**config.mk**
```make
export PLATFORM = sky130hd
export DESIGN_NAME = perfmon_unit
export DESIGN_NICKNAME = d
export VERILOG_FILES = /design/src/rtl/perfmon_pkg.sv /design/src/rtl/perfmon_counter.sv /design/src/rtl/perfmon_evsel.sv /design/src/rtl/perfmon_regs.sv /design/src/rtl/perfmon_unit.sv
export SDC_FILE = /design/constraint.sdc
export NUM_CORES = 1
export LEC_CHECK = 0
export ABC_AREA = 1
export BUFFER_PORTS_ARGS = -buffer_cell sky130_fd_sc_hd__buf_2
export CORE_ASPECT_RATIO = 0.75
export CORE_UTILIZATION = 25
export DETAILED_ROUTE_END_ITERATION = 16
export PLACE_DENSITY = 0.58
export SETUP_SLACK_MARGIN = 0.2
export SLEW_MARGIN = 20
export SYNTH_ARGS = -nofsm -noshare
export SYNTH_HDL_FRONTEND = slang
export SYNTH_SLANG_ARGS = --single-unit
export TNS_END_PERCENT = 20
```
**constraint.sdc**
```tcl
create_clock -name clk -period 4.7 [get_ports clk]
set_input_delay 0.235 -clock clk [delete_from_list [all_inputs] [get_ports clk]]
set_output_delay 0.235 -clock clk [all_outputs]
set_load 0.01 [all_outputs]
```
**src/rtl/perfmon_pkg.sv**
```systemverilog
package perfmon_pkg;

   localparam logic [15:0] OFS_CLKGATE = 16'h0130;
   localparam logic [15:0] OFS_EVSEL   = 16'h013C;
   localparam logic [15:0] OFS_CTRL    = 16'hE000;
   localparam logic [15:0] OFS_EN_SET  = 16'hE010;
   localparam logic [15:0] OFS_EN_CLR  = 16'hE020;
   localparam logic [15:0] OFS_IE_SET  = 16'hE030;
   localparam logic [15:0] OFS_IE_CLR  = 16'hE040;
   localparam logic [15:0] OFS_FLAG    = 16'hE050;
   localparam logic [15:0] OFS_CYCCNT  = 16'hE100;
   localparam logic [15:0] OFS_EVCNT   = 16'hE130;

   localparam int unsigned BIT_EV    = 2;
   localparam int unsigned BIT_CYC   = 31;
   localparam int unsigned CTRL_RUN  = 0;
   localparam int unsigned CTRL_EVRS = 1;
   localparam int unsigned CTRL_CYRS = 2;

   typedef struct packed {
      logic cyc;
      logic ev;
   } ctr_mask_t;

endpackage

```
**src/rtl/perfmon_counter.sv**
```systemverilog
module perfmon_counter #(
   parameter int unsigned W = 32
) (
   input  logic         clk,
   input  logic         rst_n,
   input  logic         inc,
   input  logic         clr,
   input  logic         ld,
   input  logic [W-1:0] ld_val,
   output logic [W-1:0] cnt,
   output logic         wrap
);

   localparam logic [W-1:0] ONE = W'(1);

   initial begin
      assert (W >= 2) else $error("perfmon_counter: W too small");
   end

   always_ff @(posedge clk or negedge rst_n) begin
      if (!rst_n)     cnt <= '0;
      else if (ld)    cnt <= ld_val;
      else if (clr)   cnt <= '0;
      else if (inc)   cnt <= cnt + ONE;
   end

   assign wrap = inc & ~ld & ~clr & (&cnt);


   ld_wins_chk: assert property (@(posedge clk) disable iff (!rst_n)
      ld |=> cnt == $past(ld_val));


   clr_zero_chk: assert property (@(posedge clk) disable iff (!rst_n)
      (clr && !ld) |=> cnt == '0);


   step_chk: assert property (@(posedge clk) disable iff (!rst_n)
      (inc && !ld && !clr) |=> cnt == $past(cnt) + ONE);


   idle_chk: assert property (@(posedge clk) disable iff (!rst_n)
      (!inc && !ld && !clr) |=> $stable(cnt));

endmodule

```
**src/rtl/perfmon_evsel.sv**
```systemverilog
module perfmon_evsel #(
   parameter int unsigned SEL_W = 8,
   localparam int unsigned NUM_EVT = 1 << SEL_W
) (
   input  logic [NUM_EVT-1:0] evt,
   input  logic [SEL_W-1:0]   sel,
   output logic               hit
);

   initial begin
      assert (SEL_W >= 1 && SEL_W <= 10) else $error("perfmon_evsel: SEL_W out of range");
   end

   assign hit = evt[sel];

endmodule

```
**src/rtl/perfmon_regs.sv**
```systemverilog
module perfmon_regs
   import perfmon_pkg::*;
#(
   parameter int unsigned ADDR_W       = 16,
   parameter int unsigned DATA_W       = 32,
   parameter int unsigned SEL_W        = 8,
   parameter int unsigned CNT_W        = 32,
   parameter bit          CYC_WRITABLE = 1'b0
) (
   input  logic              clk,
   input  logic              rst_n,
   input  logic              wr_en,
   input  logic [ADDR_W-1:0] wr_addr,
   input  logic [DATA_W-1:0] wr_data,
   input  logic [ADDR_W-1:0] rd_addr,
   output logic [DATA_W-1:0] rd_data,
   input  logic [CNT_W-1:0]  ev_cnt,
   input  logic [CNT_W-1:0]  cy_cnt,
   input  logic              ev_wrap,
   input  logic              cy_wrap,
   output logic              clk_on,
   output logic              run,
   output logic [SEL_W-1:0]  ev_sel,
   output ctr_mask_t         cnt_en,
   output logic              ev_ld,
   output logic              ev_clr,
   output logic              cy_ld,
   output logic              cy_clr,
   output logic              irq
);

   ctr_mask_t int_en, flag, wmask, wraps;

   initial begin
      assert (DATA_W >= 32 && CNT_W <= DATA_W && SEL_W <= DATA_W && ADDR_W == 16)
         else $error("perfmon_regs: bad width parameters");
   end

   function automatic logic hit(input logic [15:0] ofs);
      return wr_en && (wr_addr == ADDR_W'(ofs));
   endfunction

   function automatic logic [DATA_W-1:0] place(input ctr_mask_t m);
      logic [DATA_W-1:0] v;
      v          = '0;
      v[BIT_EV]  = m.ev;
      v[BIT_CYC] = m.cyc;
      return v;
   endfunction

   assign wmask.ev  = wr_data[BIT_EV];
   assign wmask.cyc = wr_data[BIT_CYC];
   assign wraps.ev  = ev_wrap;
   assign wraps.cyc = cy_wrap;

   assign ev_ld  = hit(OFS_EVCNT);
   assign ev_clr = hit(OFS_CTRL) && wr_data[CTRL_EVRS];
   assign cy_clr = hit(OFS_CTRL) && wr_data[CTRL_CYRS];

   generate
      if (CYC_WRITABLE) begin : g_cyc_wr
         assign cy_ld = hit(OFS_CYCCNT);
      end else begin : g_cyc_ro
         assign cy_ld = 1'b0;
      end
   endgenerate

   always_ff @(posedge clk or negedge rst_n) begin
      if (!rst_n) begin
         clk_on <= 1'b0;
         run    <= 1'b0;
         ev_sel <= '0;
         cnt_en <= '0;
         int_en <= '0;
         flag   <= '0;
      end else begin
         if (hit(OFS_CLKGATE)) clk_on <= wr_data[0];
         if (hit(OFS_EVSEL))   ev_sel <= wr_data[SEL_W-1:0];
         if (hit(OFS_CTRL))    run    <= wr_data[CTRL_RUN];
         if (hit(OFS_EN_SET))  cnt_en <= cnt_en | wmask;
         if (hit(OFS_EN_CLR))  cnt_en <= cnt_en & ~wmask;
         if (hit(OFS_IE_SET))  int_en <= int_en | wmask;
         if (hit(OFS_IE_CLR))  int_en <= int_en & ~wmask;
         if (hit(OFS_FLAG))    flag   <= (flag & ~wmask) | wraps;
         else                  flag   <= flag | wraps;
      end
   end

   assign irq = |(flag & int_en);

   always_comb begin
      rd_data = '0;
      case (rd_addr)
         ADDR_W'(OFS_CLKGATE): rd_data[0]         = clk_on;
         ADDR_W'(OFS_EVSEL):   rd_data[SEL_W-1:0] = ev_sel;
         ADDR_W'(OFS_CTRL):    rd_data[CTRL_RUN]  = run;
         ADDR_W'(OFS_EN_SET),
         ADDR_W'(OFS_EN_CLR):  rd_data = place(cnt_en);
         ADDR_W'(OFS_IE_SET),
         ADDR_W'(OFS_IE_CLR):  rd_data = place(int_en);
         ADDR_W'(OFS_FLAG):    rd_data = place(flag);
         ADDR_W'(OFS_CYCCNT):  rd_data = DATA_W'(cy_cnt);
         ADDR_W'(OFS_EVCNT):   rd_data = DATA_W'(ev_cnt);
         default:              rd_data = '0;
      endcase
   end


   flag_set_chk: assert property (@(posedge clk) disable iff (!rst_n)
      ev_wrap |=> flag.ev);


   flag_w1c_chk: assert property (@(posedge clk) disable iff (!rst_n)
      (hit(OFS_FLAG) && wr_data[BIT_EV] && !ev_wrap) |=> !flag.ev);


   en_set_chk: assert property (@(posedge clk) disable iff (!rst_n)
      (hit(OFS_EN_SET) && wr_data[BIT_EV]) |=> cnt_en.ev);

endmodule

```
**src/rtl/perfmon_unit.sv**
```systemverilog
module perfmon_unit
   import perfmon_pkg::*;
#(
   parameter int unsigned ADDR_W       = 16,
   parameter int unsigned DATA_W       = 32,
   parameter int unsigned SEL_W        = 8,
   parameter int unsigned CNT_W        = 32,
   parameter bit          CYC_WRITABLE = 1'b0,
   localparam int unsigned NUM_EVT     = 1 << SEL_W
) (
   input  logic               clk,
   input  logic               rst_n,
   input  logic               wr_en,
   input  logic [ADDR_W-1:0]  wr_addr,
   input  logic [DATA_W-1:0]  wr_data,
   input  logic [ADDR_W-1:0]  rd_addr,
   output logic [DATA_W-1:0]  rd_data,
   input  logic [NUM_EVT-1:0] evt_pulse,
   output logic               irq
);

   logic             clk_on, run, go, ev_hit;
   logic [SEL_W-1:0] ev_sel;
   ctr_mask_t        cnt_en;
   logic             ev_ld, ev_clr, cy_ld, cy_clr;
   logic             ev_inc, cy_inc, ev_wrap, cy_wrap;
   logic [CNT_W-1:0] ev_cnt, cy_cnt;

   perfmon_regs #(
      .ADDR_W(ADDR_W), .DATA_W(DATA_W), .SEL_W(SEL_W),
      .CNT_W(CNT_W), .CYC_WRITABLE(CYC_WRITABLE)
   ) u_regs (
      .clk(clk), .rst_n(rst_n),
      .wr_en(wr_en), .wr_addr(wr_addr), .wr_data(wr_data),
      .rd_addr(rd_addr), .rd_data(rd_data),
      .ev_cnt(ev_cnt), .cy_cnt(cy_cnt),
      .ev_wrap(ev_wrap), .cy_wrap(cy_wrap),
      .clk_on(clk_on), .run(run), .ev_sel(ev_sel), .cnt_en(cnt_en),
      .ev_ld(ev_ld), .ev_clr(ev_clr), .cy_ld(cy_ld), .cy_clr(cy_clr),
      .irq(irq)
   );

   perfmon_evsel #(.SEL_W(SEL_W)) u_evsel (
      .evt(evt_pulse), .sel(ev_sel), .hit(ev_hit)
   );

   assign go     = clk_on & run;
   assign ev_inc = go & cnt_en.ev & ev_hit;
   assign cy_inc = go & cnt_en.cyc;

   perfmon_counter #(.W(CNT_W)) u_evcnt (
      .clk(clk), .rst_n(rst_n), .inc(ev_inc), .clr(ev_clr),
      .ld(ev_ld), .ld_val(wr_data[CNT_W-1:0]),
      .cnt(ev_cnt), .wrap(ev_wrap)
   );

   perfmon_counter #(.W(CNT_W)) u_cycnt (
      .clk(clk), .rst_n(rst_n), .inc(cy_inc), .clr(cy_clr),
      .ld(cy_ld), .ld_val(wr_data[CNT_W-1:0]),
      .cnt(cy_cnt), .wrap(cy_wrap)
   );


   gate_off_chk: assert property (@(posedge clk) disable iff (!rst_n)
      (!clk_on && !ev_ld && !ev_clr) |=> $stable(ev_cnt));


   stopped_chk: assert property (@(posedge clk) disable iff (!rst_n)
      (!run && !cy_ld && !cy_clr) |=> $stable(cy_cnt));


   irq_hold_chk: assert property (@(posedge clk) disable iff (!rst_n)
      (irq && !(wr_en && (wr_addr == ADDR_W'(OFS_FLAG) || wr_addr == ADDR_W'(OFS_IE_CLR))))
      |=> irq);

endmodule

```
Word level (Yosys, flattened, before mapping)
Index checks and enable logic that the tools add are counted.

storage, ports and cells
  logic and storage cells = 89
  bits in registers = 80
  input port bits = 323
  output and inout port bits = 33

operators by class
  magnitude comparators = 1
  $add $sub $neg = 2
  bitwise logic cells = 21
  muxes and demuxes = 15
  equality and inequality tests = 19
  reduce and logical (&&, ||, !) cells = 20

operators by type and width
  cell                   number
  $eq 16x16->1 const B   15
  $mux 32                5
  $pmux 24 s5            1
  $add 32x1->32 const B  2
  $eq 16x9->1 const B    4
  $reduce_and 32->1      2
  $pmux 7 s6             1
  $logic_and 1x1->1      11
  $mux 2                 5
  $and 1x1->1            9
  $lt 8x9->1 const B     1
  $and 2x2->2            4
  $bmux 1 s8             1
  $or 2x2->2             4
  $reduce_bool 2->1      3
  $reduce_or 2->1        3
  $pmux 1 s5             1
  $not 1->1              3
  $reduce_bool 3->1      1
  $not 2->2              1
  $mux 1                 1

Logic depth before layout (Yosys ltp)
  depth in word-level cells = 8
  depth in mapped cells = 18
  depth with buffers taken out = 15

By module
A second synthesis with hierarchy kept.

unflattened totals
  cells, all modules = 1624
  area, all modules = 9208.8 um2

modules (own cells, without submodules)
  module                      sequential area each (um2)  area an instance (um2)  instances  cells an instance
  perfmon_evsel               0.0                         2672.6                  1          579
  perfmon_counter at u_evcnt  800.8                       2441.1                  1          370
  perfmon_counter at u_cycnt  800.8                       2378.5                  1          369
  perfmon_regs                400.4                       1697.9                  1          301
  perfmon_unit                0.0                         18.8                    1          5

Least setup slack after synthesis
OpenSTA, ideal clock, no wires.

  kind = register -> register
  start = register u_cycnt.cnt[0]
  end = register u_cycnt.cnt[30]
  required time = 4577 ps
  library setup time = 123 ps
  slack = 2726 ps
  arrival = 1851 ps
  stages on the path, launching flop included = 13
  clock period less this slack = 1974 ps
  path buffers = 0
  cell sequence = dfrtp_1 ha_1 nand2_1 nor2_1 nand2_1 nor2_1 nand2_1 nor2_1 nand3_1 nor4_1 nand4_1 o21ai_0 a21oi_1

on the way
  word-level cells in the longest chain between the ends = 3

ends and longest elaborated chain
  item                      RTL line               source
  start: declaration        perfmon_counter.sv:10  output logic [W-1:0] cnt,
  start signal: assignment  perfmon_counter.sv:22  else if (ld) cnt <= ld_val;
  start signal: assignment  perfmon_counter.sv:24  else if (inc) cnt <= cnt + ONE;
  $add 32x1->32             perfmon_counter.sv:24
  $mux 32                   perfmon_counter.sv:24
  $mux 32                   perfmon_counter.sv:23  else if (clr) cnt <= '0;

No other way between the ends. The select of a mux whose other input is x is not followed.
A chain may end at the register's enable or synchronous reset.

Worst setup path after layout
  start = input port rd_addr[1]
  end = output port rd_data[6]

on the way
  word-level cells in the longest chain between the ends = 3
  elaborated cells between the ends (all ways) = 11
  those cells by class = eq/ne (8); mux (1); reduce/logical (2)

ends and longest elaborated chain
  item                RTL line            source
  start: declaration  perfmon_unit.sv:16  input logic [ADDR_W-1:0] rd_addr,
  $eq 16x16->1        perfmon_regs.sv:93  case (rd_addr)
  $reduce_or 2->1     perfmon_regs.sv:93
  $pmux 7 s6 *        perfmon_regs.sv:93
  end: declaration    perfmon_unit.sv:17  output logic [DATA_W-1:0] rd_data,

Every way passes the cells marked *; elsewhere a longest branch is shown, timed or not.

==> impl_metrics.yaml <==
global_routing:
  grt.overflow.total: 0
  first_global_vias: 10110
  grt_first_pass_wirelength_um: 57230
  antenna_found_initial: 13
  grt_max_degree: 130
  grt.total_usage: 0.2233
synth:
  seq_area_frac_synth: 0.2473
  synth_seq_cells: 80
  async_reset_ff_frac: 1.000
  synth_top_cell_area_share: 0.2473
  synth_edf_count: 0
  synthTopCellsByArea: "dfrtp_1 (25%), nand2_1 (23%), nand3_1 (19%), inv_1 (6.2%), o21ai_0 (3.8%)"
  synthCells: 1412
  yosysMostFrequentCell: "nand2_1"
  synth_area_um2: 8097
  synth_nets: 1737
  ys.flop_type: "dfrtp_1"
  synth_common_cells: "nand2_1 (494), nand3_1 (304), inv_1 (133)"
  synth.distinct_cells: 37
  synth_top_cell_by_area: "dfrtp_1"
  yosys_warnings: 0
  synth.avg_cell_area_um2: 5.734
place:
  placement.cell_area_um2: 10160
  place.gp.congestion: 0.9628
  place_ws_ns: 1.551
  port_buffers: 355
  dpl.hpwl_um: 29950
critical_path:
  worstSetupStartpoint: "rd_addr[1]"
  worstReg2RegEnd: "u_evcnt.cnt[2]$_DFFE_PN0P_"
  r2r_cells: 15
  r2r_start: "u_regs.ev_sel[2]$_DFFE_PN0P_"
  path_class: "input port to output port"
  crit_end: "rd_data[6]"
  r2r_slack_ns: 1.61
  worst_setup_path_start_kind: "input port"
  critical_path.max_fanout: 24
  arrival_ns: 2.86
  required_ns: 4.47
  end_kind: "output port"
die:
  die_w_um: 209.8
  num_io_pins: 356
  placementRows: 56
  fp.dieArea_um2: 33120
  start_util: 0.2568
  fp.coreArea_um2: 31530
  die_h_um: 157.9
routing:
  drc: 0
  wl_per_cell_um: 17.69
  wirelength_um: 37800
  routed-via-count: 11010
  avgViaCountPerCell: 5.152
  drt_iter0_drc: 1274
  dr.pass1.iters: 6
  ant_nets: 0
timing:
  fmax_mhz: 323.0
  hold_violations: 0
  finalSetupViolCount: 0
  final.setup.tns_ns: 0
  rsz0062_at_grt: "false"
  slew_headroom: 0.3803
  slew_viol_final: 0
  timing_worst_slew_pin_value_ns: 0.9274
  layout_setup_ws_ns: 1.604
  clock-skew-final_ns: 0.01043
  period_minus_slack_ns: 3.096
  finalCritPeriodShare: 0.6586
clocking:
  cts_tree: "built"
  numCtsBuffers: 9
  clockBufferDepth: 2
  clock_latency_ns: 0.35
  ctsResizeCount: 0
  cts_sinks: 80
  clk_pin_slew_worst_paths_ns: 0.06
  htree_levels: 3
  root_buffer: "clkbuf_16"
final_layout:
  fin_area_um2: 10510
  nets: 2042
  drive_above_1_share: 0.2352
  area_growth_pct: 29.75
  fill_cells: 3532
  final_util: 0.3332
pwr:
  max-vdd-ir-drop_mv: 0.1362
  p_leak_nw: 5.209
  total_power_mw: 1.675
  power_density_nw_per_um2: 159.5
job:
  maxCapViolations: 0
hold_path:
  min-delay-path-class: "input port to register"
outcome:
  status: "finished clean"
[sequential cells by signal (all words and copies together) (netlist names), named ones only]
signal and cells:
u_cycnt.cnt 32, u_evcnt.cnt 32, u_regs.clk_on 1, u_regs.ev_sel 8
u_regs.flag 2, u_regs.run 1
[repair_timing]
item,4_1_cts,5_1_grt
hold endpoints to repair,52,0
hold buffers,1,0
buffers inserted,0,0
[worst max-delay path, stage by stage]
cell      delay [ns]
buf_2           0.10
nor2_1          0.13
inv_1           0.08
nor3_1          0.25
inv_1           0.12
nor4_1          0.32
nand2_1         0.64
clkinv_1        0.47
nand2_1         0.14
o221ai_1        0.16
buf_2           0.21
[placed cells by master (no fill, tap or decap), types with 3 or more instances in the layout]
cell type,instances
clkinv_2,3
a31oi_1,3
nor4_1,23
nand2_1,493
buf_4,8
nor3b_1,3
buf_2,354
buf_12,3
nand2_2,3
a21oi_1,21
o211ai_1,3
inv_1,132
clkbuf_16,9
o221ai_1,8
nor2_1,55
nand3_1,304
o22ai_1,28
nor3_1,36
dfrtp_1,78
clkinv_1,5
diode_2,9
nor2_2,5
or2_2,7
o21ai_0,61
a211oi_1,7
nand4_1,27
xor2_1,15
[per-layer routing]
metal,up-vias,global-route usage,part of all wire
li1,5330,-,-
met1,5163,0.3020,0.45
met2,450,0.3514,0.44
met3,56,0.05574,0.085
met4,10,0.05805,0.020
met5,-,0.01799,0.0033
[report_power, final]
group          internal (mW)  total [mW]  leakage, nW  switching (mW)
sequential             0.689       0.689         1.03        0.000110
clock                  0.439       0.739        0.148           0.300
combinational          0.127       0.248         4.04           0.120
[through the flow]
step                      hold WS (ns)  std cells
after floorplan               -0.06059       1412
after global placement          0.3389       2111
after detailed placement        0.3469       2111
after CTS                       0.1722       2128
after global routing            0.1999       2134
final                           0.1816       2137
[area by class of cell]
| class | count | area (um^2) | area share |
|---|---|---|---|
| clock buffers | 11 | 252.7 | 0.02406 |
| clock inverters | 5 | 55.05 | 0.005241 |
| diodes | 9 | 22.52 | 0.002144 |
| flip-flops and latches | 80 | 2007 | 0.1910 |
| inverters | 140 | 526.8 | 0.05014 |
| multi-input cells | 1120 | 5231 | 0.4980 |
| well taps | 406 | 508.0 | 0.04836 |
| repair buffers | 366 | 1902 | 0.1810 |
[cells by family (layout without fill, tap and decap cells)]
group	after synthesis	after routing	synth area share
simple gates	961	961	0.5219
compound gates	142	142	0.1046
flops	80	80	0.2473
fa+ha+maj	2	2	0.003090
other cells	0	9	0
buf+inv	212	522	0.1069
xor+xnor	15	15	0.01623
[worst min path at each step]
stage | start | end | cells after the start
after floorplan | rst_n | asynchronous set/reset pin | 0
after global placement | rst_n | u_cycnt.cnt[29]$_DFFE_PN0P_ | 1
after detailed placement | rst_n | u_cycnt.cnt[29]$_DFFE_PN0P_ | 1
after CTS | wr_data[28] | u_evcnt.cnt[28]$_DFFE_PN0P_ | 5
after global routing | wr_data[28] | u_evcnt.cnt[28]$_DFFE_PN0P_ | 5
final | wr_data[28] | u_evcnt.cnt[28]$_DFFE_PN0P_ | 5
Note: power is estimated with default switching activity, not from simulation.
